[config.mk]
export PLATFORM = sky130hd
export DESIGN_NAME = order_chain_ctrl
export DESIGN_NICKNAME = d
export VERILOG_FILES = /design/src/rtl/ocp_pkg.sv /design/src/rtl/ocp_seq.sv /design/src/rtl/ocp_prefetch.sv /design/src/rtl/ocp_port.sv /design/src/rtl/order_chain_ctrl.sv
export SDC_FILE = /design/constraint.sdc
export NUM_CORES = 1
export LEC_CHECK = 0
export ABC_CLOCK_PERIOD_IN_PS = 3900
export BUFFER_PORTS_ARGS = -buffer_cell sky130_fd_sc_hd__buf_4
export CAP_MARGIN = 5
export CORE_ASPECT_RATIO = 1.4
export CORE_MARGIN = 5
export CORE_UTILIZATION = 58
export DETAILED_ROUTE_END_ITERATION = 12
export PLACE_DENSITY = 0.95
export SKIP_CTS_REPAIR_TIMING = 1
export SYNTH_ARGS = -nofsm -noshare
export SYNTH_HDL_FRONTEND = slang
export SYNTH_SLANG_ARGS = --single-unit
[constraint.sdc]
create_clock -name clk -period 3.9 [get_ports clk]
set_clock_uncertainty 0.2 [all_clocks]
set_input_delay 0.78 -clock clk [delete_from_list [all_inputs] [get_ports clk]]
set_output_delay 0.78 -clock clk [all_outputs]
set_load 0.01 [all_outputs]
[src/rtl/ocp_pkg.sv]
package ocp_pkg;

  typedef enum logic [2:0] {
    SQ_IDLE = 3'd0,
    SQ_FCTL = 3'd1,
    SQ_FADR = 3'd2,
    SQ_RUN  = 3'd3,
    SQ_WBK  = 3'd4,
    SQ_WAIT = 3'd5
  } seq_t;

  // next word location, wrapped to an aw-bit space
  function automatic int unsigned step_word(int unsigned a, int unsigned aw);
    return (a + 1) & ((1 << aw) - 1);
  endfunction

  // chaining flag of a control word
  function automatic logic chain_of(logic [63:0] w, int unsigned pos);
    return w[pos];
  endfunction

  // sequencer states that own the memory port
  function automatic logic seq_owns_port(seq_t s);
    return (s == SQ_FCTL) || (s == SQ_FADR) || (s == SQ_WBK);
  endfunction

endpackage

[src/rtl/ocp_seq.sv]
module ocp_seq
  import ocp_pkg::*;
(
  input  logic clk,
  input  logic rst_n,
  input  logic start_i,
  input  logic done_i,
  input  logic gnt_i,
  input  logic chain_i,
  input  logic pf_full_i,
  output seq_t state_o,
  output logic rd_ctl_o,
  output logic rd_adr_o,
  output logic run_done_o,
  output logic wb_done_o,
  output logic swap_o
);

  seq_t st, st_nx;

  assign rd_ctl_o   = (st == SQ_FCTL) && gnt_i;
  assign rd_adr_o   = (st == SQ_FADR) && gnt_i;
  assign run_done_o = (st == SQ_RUN) && done_i;
  assign wb_done_o  = (st == SQ_WBK) && gnt_i;
  assign swap_o     = (wb_done_o && chain_i && pf_full_i) ||
                      ((st == SQ_WAIT) && pf_full_i);
  assign state_o    = st;

  always_comb begin
    st_nx = st;
    unique case (st)
      SQ_IDLE: if (start_i) st_nx = SQ_FCTL;
      SQ_FCTL: if (gnt_i) st_nx = SQ_FADR;
      SQ_FADR: if (gnt_i) st_nx = SQ_RUN;
      SQ_RUN:  if (done_i) st_nx = SQ_WBK;
      SQ_WBK: begin
        if (gnt_i) begin
          if (!chain_i)       st_nx = SQ_FCTL;
          else if (pf_full_i) st_nx = SQ_RUN;
          else                st_nx = SQ_WAIT;
        end
      end
      SQ_WAIT: if (pf_full_i) st_nx = SQ_RUN;
      default: st_nx = SQ_IDLE;
    endcase
  end

  always_ff @(posedge clk or negedge rst_n) begin
    if (!rst_n) st <= SQ_IDLE;
    else        st <= st_nx;
  end

endmodule

[src/rtl/ocp_prefetch.sv]
module ocp_prefetch #(
  parameter int AW = 8,
  parameter int DW = 16
) (
  input  logic          clk,
  input  logic          rst_n,
  input  logic          arm_i,
  input  logic          grant_i,
  input  logic          clear_i,
  input  logic [DW-1:0] rdata_i,
  input  logic [AW-1:0] pc_i,
  output logic          req_o,
  output logic          rd_o,
  output logic          full_o,
  output logic [DW-1:0] buf_ctrl_o,
  output logic [DW-1:0] buf_addr_o,
  output logic [AW-1:0] buf_loc_o
);

  logic second_q;
  logic full_q;

  assign req_o  = arm_i && !full_q;
  assign rd_o   = req_o && grant_i;
  assign full_o = full_q;

  always_ff @(posedge clk or negedge rst_n) begin
    if (!rst_n) begin
      second_q   <= 1'b0;
      full_q     <= 1'b0;
      buf_ctrl_o <= '0;
      buf_addr_o <= '0;
      buf_loc_o  <= '0;
    end else if (clear_i) begin
      second_q <= 1'b0;
      full_q   <= 1'b0;
    end else if (rd_o) begin
      if (!second_q) begin
        buf_ctrl_o <= rdata_i;
        second_q   <= 1'b1;
      end else begin
        buf_addr_o <= rdata_i;
        buf_loc_o  <= pc_i;
        second_q   <= 1'b0;
        full_q     <= 1'b1;
      end
    end
  end

endmodule

[src/rtl/ocp_port.sv]
module ocp_port
  import ocp_pkg::*;
#(
  parameter int AW = 8,
  parameter int DW = 16
) (
  input  seq_t          state_i,
  input  logic          pf_req_i,
  input  logic          gnt_i,
  input  logic [AW-1:0] pc_i,
  input  logic [AW-1:0] loc_i,
  input  logic [DW-1:0] resid_i,
  output logic          mem_req_o,
  output logic          mem_we_o,
  output logic [AW-1:0] mem_addr_o,
  output logic [DW-1:0] mem_wdata_o,
  output logic          pf_grant_o
);

  logic own;
  assign own = seq_owns_port(state_i);

  always_comb begin
    mem_req_o   = 1'b0;
    mem_we_o    = 1'b0;
    mem_addr_o  = '0;
    mem_wdata_o = '0;
    if (state_i == SQ_WBK) begin
      mem_req_o   = 1'b1;
      mem_we_o    = 1'b1;
      mem_addr_o  = loc_i;
      mem_wdata_o = resid_i;
    end else if (own || pf_req_i) begin
      mem_req_o  = 1'b1;
      mem_addr_o = pc_i;
    end
  end

  assign pf_grant_o = gnt_i && !own;

endmodule

[src/rtl/order_chain_ctrl.sv]
module order_chain_ctrl
  import ocp_pkg::*;
#(
  parameter int AW        = 8,
  parameter int DW        = 16,
  parameter int CHAIN_POS = 0
) (
  input  logic          clk,
  input  logic          rst_n,
  input  logic          start_i,
  input  logic [AW-1:0] start_pc_i,
  input  logic          order_done_i,
  input  logic [DW-1:0] residue_i,
  input  logic          mem_gnt_i,
  input  logic [DW-1:0] mem_rdata_i,
  output logic          mem_req_o,
  output logic          mem_we_o,
  output logic [AW-1:0] mem_addr_o,
  output logic [DW-1:0] mem_wdata_o,
  output logic [DW-1:0] act_ctrl_o,
  output logic [DW-1:0] act_addr_o,
  output logic [AW-1:0] pc_o,
  output logic          out_xfer_o
);

  // named internal events, also used by the checker
  seq_t          seq_st;
  logic          ev_rd_ctl, ev_rd_adr, ev_run_done, ev_wb_done, ev_swap;
  logic          pf_req, pf_rd, pf_full, pf_grant, pf_arm;
  logic          ev_word_rd;
  logic          chain_act;
  logic [DW-1:0] buf_ctrl_w, buf_addr_w;
  logic [AW-1:0] buf_loc_w;
  logic [AW-1:0] pc_q, aw_loc_q;
  logic [DW-1:0] resid_q;

  assign chain_act  = chain_of(64'(act_ctrl_o), CHAIN_POS);
  assign pf_arm     = chain_act && ((seq_st == SQ_RUN) || (seq_st == SQ_WAIT));
  assign ev_word_rd = ev_rd_ctl || ev_rd_adr || pf_rd;
  assign pc_o       = pc_q;

  ocp_seq u_seq (
    .clk        (clk),
    .rst_n      (rst_n),
    .start_i    (start_i),
    .done_i     (order_done_i),
    .gnt_i      (mem_gnt_i),
    .chain_i    (chain_act),
    .pf_full_i  (pf_full),
    .state_o    (seq_st),
    .rd_ctl_o   (ev_rd_ctl),
    .rd_adr_o   (ev_rd_adr),
    .run_done_o (ev_run_done),
    .wb_done_o  (ev_wb_done),
    .swap_o     (ev_swap)
  );

  ocp_prefetch #(.AW(AW), .DW(DW)) u_pf (
    .clk        (clk),
    .rst_n      (rst_n),
    .arm_i      (pf_arm),
    .grant_i    (pf_grant),
    .clear_i    (ev_swap),
    .rdata_i    (mem_rdata_i),
    .pc_i       (pc_q),
    .req_o      (pf_req),
    .rd_o       (pf_rd),
    .full_o     (pf_full),
    .buf_ctrl_o (buf_ctrl_w),
    .buf_addr_o (buf_addr_w),
    .buf_loc_o  (buf_loc_w)
  );

  ocp_port #(.AW(AW), .DW(DW)) u_port (
    .state_i     (seq_st),
    .pf_req_i    (pf_req),
    .gnt_i       (mem_gnt_i),
    .pc_i        (pc_q),
    .loc_i       (aw_loc_q),
    .resid_i     (resid_q),
    .mem_req_o   (mem_req_o),
    .mem_we_o    (mem_we_o),
    .mem_addr_o  (mem_addr_o),
    .mem_wdata_o (mem_wdata_o),
    .pf_grant_o  (pf_grant)
  );

  // program counter
  always_ff @(posedge clk or negedge rst_n) begin
    if (!rst_n)
      pc_q <= '0;
    else if ((seq_st == SQ_IDLE) && start_i)
      pc_q <= start_pc_i;
    else if (ev_word_rd)
      pc_q <= AW'(step_word(32'(pc_q), AW));
  end

  // active order pair and the location of its address word
  always_ff @(posedge clk or negedge rst_n) begin
    if (!rst_n) begin
      act_ctrl_o <= '0;
      act_addr_o <= '0;
      aw_loc_q   <= '0;
    end else if (ev_swap) begin
      act_ctrl_o <= buf_ctrl_w;
      act_addr_o <= buf_addr_w;
      aw_loc_q   <= buf_loc_w;
    end else if (ev_rd_ctl) begin
      act_ctrl_o <= mem_rdata_i;
    end else if (ev_rd_adr) begin
      act_addr_o <= mem_rdata_i;
      aw_loc_q   <= pc_q;
    end
  end

  // residue captured at block end
  always_ff @(posedge clk or negedge rst_n) begin
    if (!rst_n)           resid_q <= '0;
    else if (ev_run_done) resid_q <= residue_i;
  end

  // out-transfer condition
  always_ff @(posedge clk or negedge rst_n) begin
    if (!rst_n)                         out_xfer_o <= 1'b0;
    else if (ev_rd_adr)                 out_xfer_o <= 1'b1;
    else if (ev_wb_done && !chain_act)  out_xfer_o <= 1'b0;
  end

endmodule

==> results of run 1 <==
## worst max-delay path: cells and delay by family (launching register included)
| family | cells | cell delay [ns] |
|---|---|---|
| simple gates | 1 | 0.46 |
| compound gates | 2 | 0.90 |
| buf+inv | 1 | 0.11 |
| flops | 1 | 0.48 |
## worst min path at each step
stage | from | to | depth (start not counted)
2_1_floorplan | u_pf.buf_ctrl_o[9] | act_ctrl_o[9] | 2
5_1_grt | u_pf.buf_addr_o[14] | act_addr_o[14] | 2
3_5_place_dp | aw_loc_q[1] | aw_loc_q[1] | 1
3_3_place_gp | u_pf.buf_addr_o[14] | act_addr_o[14] | 2
6_report | rst_n | pc_o[5] | 1
4_1_cts | aw_loc_q[1] | aw_loc_q[1] | 1
## layer usage
metal | track usage | part of all wire | wire length [um]
met2 | 0.371 | 0.54 | 5850
met4 | 0.112 | 0.033 | 357
met1 | 0.270 | 0.39 | 4230
met3 | 0.0254 | 0.045 | 492
met5 | 0 | 0 | 0
## stage by stage
stage	total power, mW	util	worst slack (ns)	instances	hold slack [ns]
floorplan	3.16	-	1.40	404	0.243
global placement	3.81	0.692	1.03	602	0.253
detailed placement	3.93	0.692	1.00	602	0.266
CTS	4.87	0.728	0.617	618	0.282
global route	5.15	0.728	0.480	618	0.301
finish	4.83	0.728	0.618	618	0.279
## cells by family after synthesis
group,Yosys count,share of synthesized area
flops,110,0.548
simple gates,90,0.0975
fa+ha+maj,1,0.00249
mux,92,0.198
buf+inv,27,0.0349
compound gates,77,0.106
xor+xnor,7,0.0122
## layout make-up
type	count	area, um2
clock inverters	3	42.5
fillers	584	2320
inverters	1	3.75
clock buffers	13	260
multi-input cells	267	2110
repair buffers	119	893
flip-flops and latches	110	2750
well taps	105	131
## power groups by stage
stage               Combinational, mW  Sequential [mW]  Clock [mW]
floorplan                        1.09             2.07           0
global placement                 1.74             2.07           0
detailed placement               1.82             2.11           0
CTS                              1.83             2.10       0.940
global route                     1.98             2.18       0.993
finish                           1.80             2.10       0.924
## state kept, by name, summed over array words and instances (netlist names)
register / count
act_ctrl_o: 16
resid_q: 16
u_pf.buf_addr_o: 16
out_xfer_o: 1
u_pf.full_o: 1
u_pf.second_q: 1
u_seq.state_o: 3
u_pf.buf_ctrl_o: 16
act_addr_o: 16
pc_o: 8
aw_loc_q: 8
u_pf.buf_loc_o: 8
## placed cells by master (no fill, tap or decap), drive strengths merged, types with 10 or more instances in the layout
master and count:
a22o 16, mux2 59, a21o 10, dfrtp 110
mux2i 33, o21ai 39, nand2 41, and2 17
clkbuf 13, buf 119
==> reports/metrics.yaml, run 1 <==
clocking:
  clock_path_buffers: 2
  cts_made_buffers: 9
  cts.clk_slew.worst_paths_ns: 0.07
  cts_num_sinks: 110
  cts.htree.levels: 3
  root_buffer: "clkbuf_16"
  clock_latency_ns: 0.34
  tritoncts: "yes"
critical_path:
  r2r_cells: 6
  r2r_start: "u_seq.state_o[2]"
  setup.worst_path.end_class: "primary output"
  cp-startpoint: "u_seq.state_o[1]"
  r2r-end: "aw_loc_q[2]"
  cp.required_ns: 2.92
  slowest_stage: "a221oi_4"
  crit_chain: "or3b_4 -> a221oi_4 -> a22o_2 -> buf_4"
  slowest_delay_ns: 0.65
  cp.arrival_ns: 2.30
  start_kind: "flop"
  worst-r2r-setup-slack_ns: 1.19
  critPathKind: "reg2out"
  crit_fanout: 15
  crit_end: "mem_addr_o[6]"
grt:
  grt_max_degree: 75
  gr-usage-all-layers: 0.219
  grt_pass1_wl_um: 18200
  grt_overflow: 0
  antenna_found_initial: 0
  grt_pass1_vias: 3724
power:
  peakVddDrop_uv: 443
  p_int_mw: 3.21
  p_switching_mw: 1.62
  pwr-share-clk: 0.191
  seq_power_share: 0.435
  p_leak_nw: 2.95
  powerDensity_nw_per_um2: 780
  swShare: 0.336
  power_frac_comb: 0.373
place:
  dpl.hpwl_um: 7600
  postPlaceCellArea_um2: 5890
  gp_congestion: 0.869
  port-buffer-count: 111
route:
  routed_wl_um: 10900
  ant_nets: 0
  vias: 3485
  remaining_drc_errors: 0
  first_pass_iters: 4
  drtIter0Drc: 92
  routedWlPerCell_um: 17.7
  via_per_inst: 5.64
finish:
  finalNetCount: 554
  area_growth_pct: 23.3
  antenna_cells: 0
  layout-drive-gt1-share: 0.407
  final_area_um2: 6190
yosys:
  synth_most_common_cell: "dfrtp_1"
  syn-num-nets: 450
  yosysSeqAreaShare: 0.548
  synth_top_area_frac: 0.548
  yosys.area.top_type: "dfrtp_1"
  synth_cell_types: 48
  ys.flop_type: "dfrtp_1"
  synth-seq-cells: 110
  async_reset_ff_frac: 1.00
  yosys_warnings: 0
  syn_area_per_cell_um2: 12.4
  synthesis.area_um2: 5020
  synth_edf_count: 0
  synth_cells: 404
  synthTopCellsByArea: "dfrtp_1 55%, mux2_2 12%, mux2i_1 6.6%"
  synth_commonest_cells: "110 x dfrtp_1, 55 x mux2_2, 41 x nand2_1"
timing:
  worst_pin_slew_ns: 0.775
  report.final.slew_viol_count: 0
  rsz0062_at_grt: "no"
  period_share: 0.842
  setup_viol: 0
  timing.fmax_mhz: 305
  max-slew-margin-rel: 0.482
  tns_ns: 0
  layout_min_cycle_time_ns: 3.28
  hold_violations: 0
floorplan:
  start_util: 0.590
  die_x_um: 88.6
  coreArea_um2: 8510
  design.die.area_um2: 10600
  die_h_um: 120
  std_cell_rows: 40
  io_pins: 112
job:
  drv_cap: 0
status:
  status: "completed"
hold_path:
  hp-class: "in2async"
Power figures use the tool's default switching activity.
==> run 2, diff against run 1 <==
--- a/config.mk
+++ b/config.mk
@@ -5,14 +5,14 @@
 export SDC_FILE = /design/constraint.sdc
 export NUM_CORES = 1
 export LEC_CHECK = 0
-export ABC_CLOCK_PERIOD_IN_PS = 3900
+export ABC_CLOCK_PERIOD_IN_PS = 2650
 export BUFFER_PORTS_ARGS = -buffer_cell sky130_fd_sc_hd__buf_4
 export CAP_MARGIN = 5
 export CORE_ASPECT_RATIO = 1.4
 export CORE_MARGIN = 5
-export CORE_UTILIZATION = 58
+export CORE_UTILIZATION = 49
 export DETAILED_ROUTE_END_ITERATION = 12
-export PLACE_DENSITY = 0.95
+export PLACE_DENSITY = 0.86
 export SKIP_CTS_REPAIR_TIMING = 1
 export SYNTH_ARGS = -nofsm -noshare
 export SYNTH_HDL_FRONTEND = slang
==> constraint.sdc (replaced) <==
create_clock -name clk -period 2.65 [get_ports clk]
set_clock_uncertainty 0.2 [all_clocks]
set_input_delay 0.53 -clock clk [delete_from_list [all_inputs] [get_ports clk]]
set_output_delay 0.53 -clock clk [all_outputs]
set_load 0.01 [all_outputs]
==> run 2 against run 1 <==
The flow now finishes with violations (setup timing). Cell count grew 6.6%. Sequential power grew 45%. Worst setup slack lost 0.63 ns. Flip-flop and latch count is the same. Core utilization shrank 8.7 points. Final area grew 3.0%. Largest power group unchanged. Highest routed layer unchanged.
==> reports/metrics.yaml, run 2 (synthesis gave the netlist of run 1 again) <==
critical_path:
  setup.worst_path.end_class: "primary output"
  crit_fanout: 4
  r2r_start: "u_seq.state_o[2]"
  cp.arrival_ns: 1.93
  cp.required_ns: 1.92
  cp-startpoint: "u_pf.full_o"
  start_kind: "flop"
  critPathKind: "reg2out"
clocking:
  clock_latency_ns: 0.34
  cts_num_sinks: 110
  cts_made_buffers: 9
  clock_path_buffers: 2
  cts.htree.levels: 3
  cts.clk_slew.worst_paths_ns: 0.07
  tritoncts: "yes"
  root_buffer: "clkbuf_16"
timing:
  timing.fmax_mhz: 376
  setup_viol: 1
  hold_violations: 0
  hold_slack_ns: 0.191
  layout_min_cycle_time_ns: 2.66
  period_share: 1.00
  worst_pin_slew_ns: 0.551
  tns_ns: -0.00988
  report.final.slew_viol_count: 0
  worst_slack_ns: -0.00988
  rsz0062_at_grt: "yes"
  max-slew-margin-rel: 0.631
status:
  status: "finished, violations left"
  violations: "setup timing"
place:
  gp_congestion: 0.793
  dpl.hpwl_um: 8200
  port-buffer-count: 111
route:
  maxUsedRoutingLayer: "met4"
  met1_length_um: 4490
  drtIter0Drc: 107
  dr_wl_met3_um: 608
  vias: 3538
  wl_met2_um: 6160
  ant_nets: 0
  via_per_inst: 5.37
  routed_wl_um: 11500
  first_pass_iters: 4
  remaining_drc_errors: 0
  routedWlPerCell_um: 17.5
floorplan:
  die_x_um: 95.5
  start_util: 0.504
  coreArea_um2: 9950
  die_h_um: 130
  design.die.area_um2: 12400
  io_pins: 112
  std_cell_rows: 43
finish:
  area_growth_pct: 27.0
  most-common-layout-cells: "126 x buf_4, 110 x dfrtp_1, 55 x mux2_2"
  mostFrequentLayoutCell: "buf_4"
  finalNetCount: 565
  layout-drive-gt1-share: 0.422
  antenna_cells: 0
hold_path:
  hp-class: "in2reg"
  min-delay-start: "start_pc_i[3]"
power:
  peakVddDrop_uv: 588
  p_leak_nw: 3.03
  powerDensity_nw_per_um2: 1160
  fin_total_pwr_mw: 7.37
grt:
  gr-usage-all-layers: 0.198
  grt_pass1_vias: 3798
  antenna_found_initial: 0
  grt_pass1_wl_um: 19000
  grt_max_degree: 75
  grt_overflow: 0
job:
  drv_cap: 0
[run 2: cell type report]
cell class | count | area (um2)
fill | 792 | 3580
sequential | 110 | 2750
inverter | 1 | 3.75
clock inverter | 6 | 90.1
multi-input combinational | 267 | 2110
clock buffer | 10 | 239
tap | 135 | 169
timing repair buffer | 130 | 1020
[run 2: routing by layer]
layer  global-route usage  vias up
met5                    0        -
met4               0.0720        0
met3               0.0536       22
met2                0.340       88
met1                0.236     1761
li1                     -     1667
[run 2: path summary, 6_finish.rpt]
path                                      endpoint  slack (ns)  depth (start not counted)
max in group asynchronous            act_ctrl_o[2]        1.13                          3
worst max register to register  u_pf.buf_addr_o[5]        0.26                          5
worst min-delay path                       pc_o[3]        0.19                          3
min in group asynchronous       u_pf.buf_ctrl_o[7]        0.49                          2
worst min register to register         aw_loc_q[0]        0.28                          1
worst max-delay path                     mem_req_o       -0.01                          4
[run 2: worst max-delay path: stages (launching register included)]
cell and delay (ns):
dfrtp_1 0.42, or2b_2 0.35, a21o_1 0.19, a221oi_1 0.42, buf_4 0.21
[run 2: per-stage QoR]
step,util,std cells,area [um2],worst slack [ns]
3_5_place_dp,0.605,641,6020,0.247
5_1_grt,0.641,659,6380,-0.0521
6_report,0.641,659,6380,-0.00988
3_3_place_gp,0.605,641,6020,0.302
2_1_floorplan,-,404,5020,0.403
4_1_cts,0.638,657,6350,-0.105
[run 2: report_power, final]
part           switching, mW  internal [mW]  leakage [nW]
logic                   1.28           1.57          1.48
registers              0.571           2.48          1.39
clock network          0.607          0.859         0.159
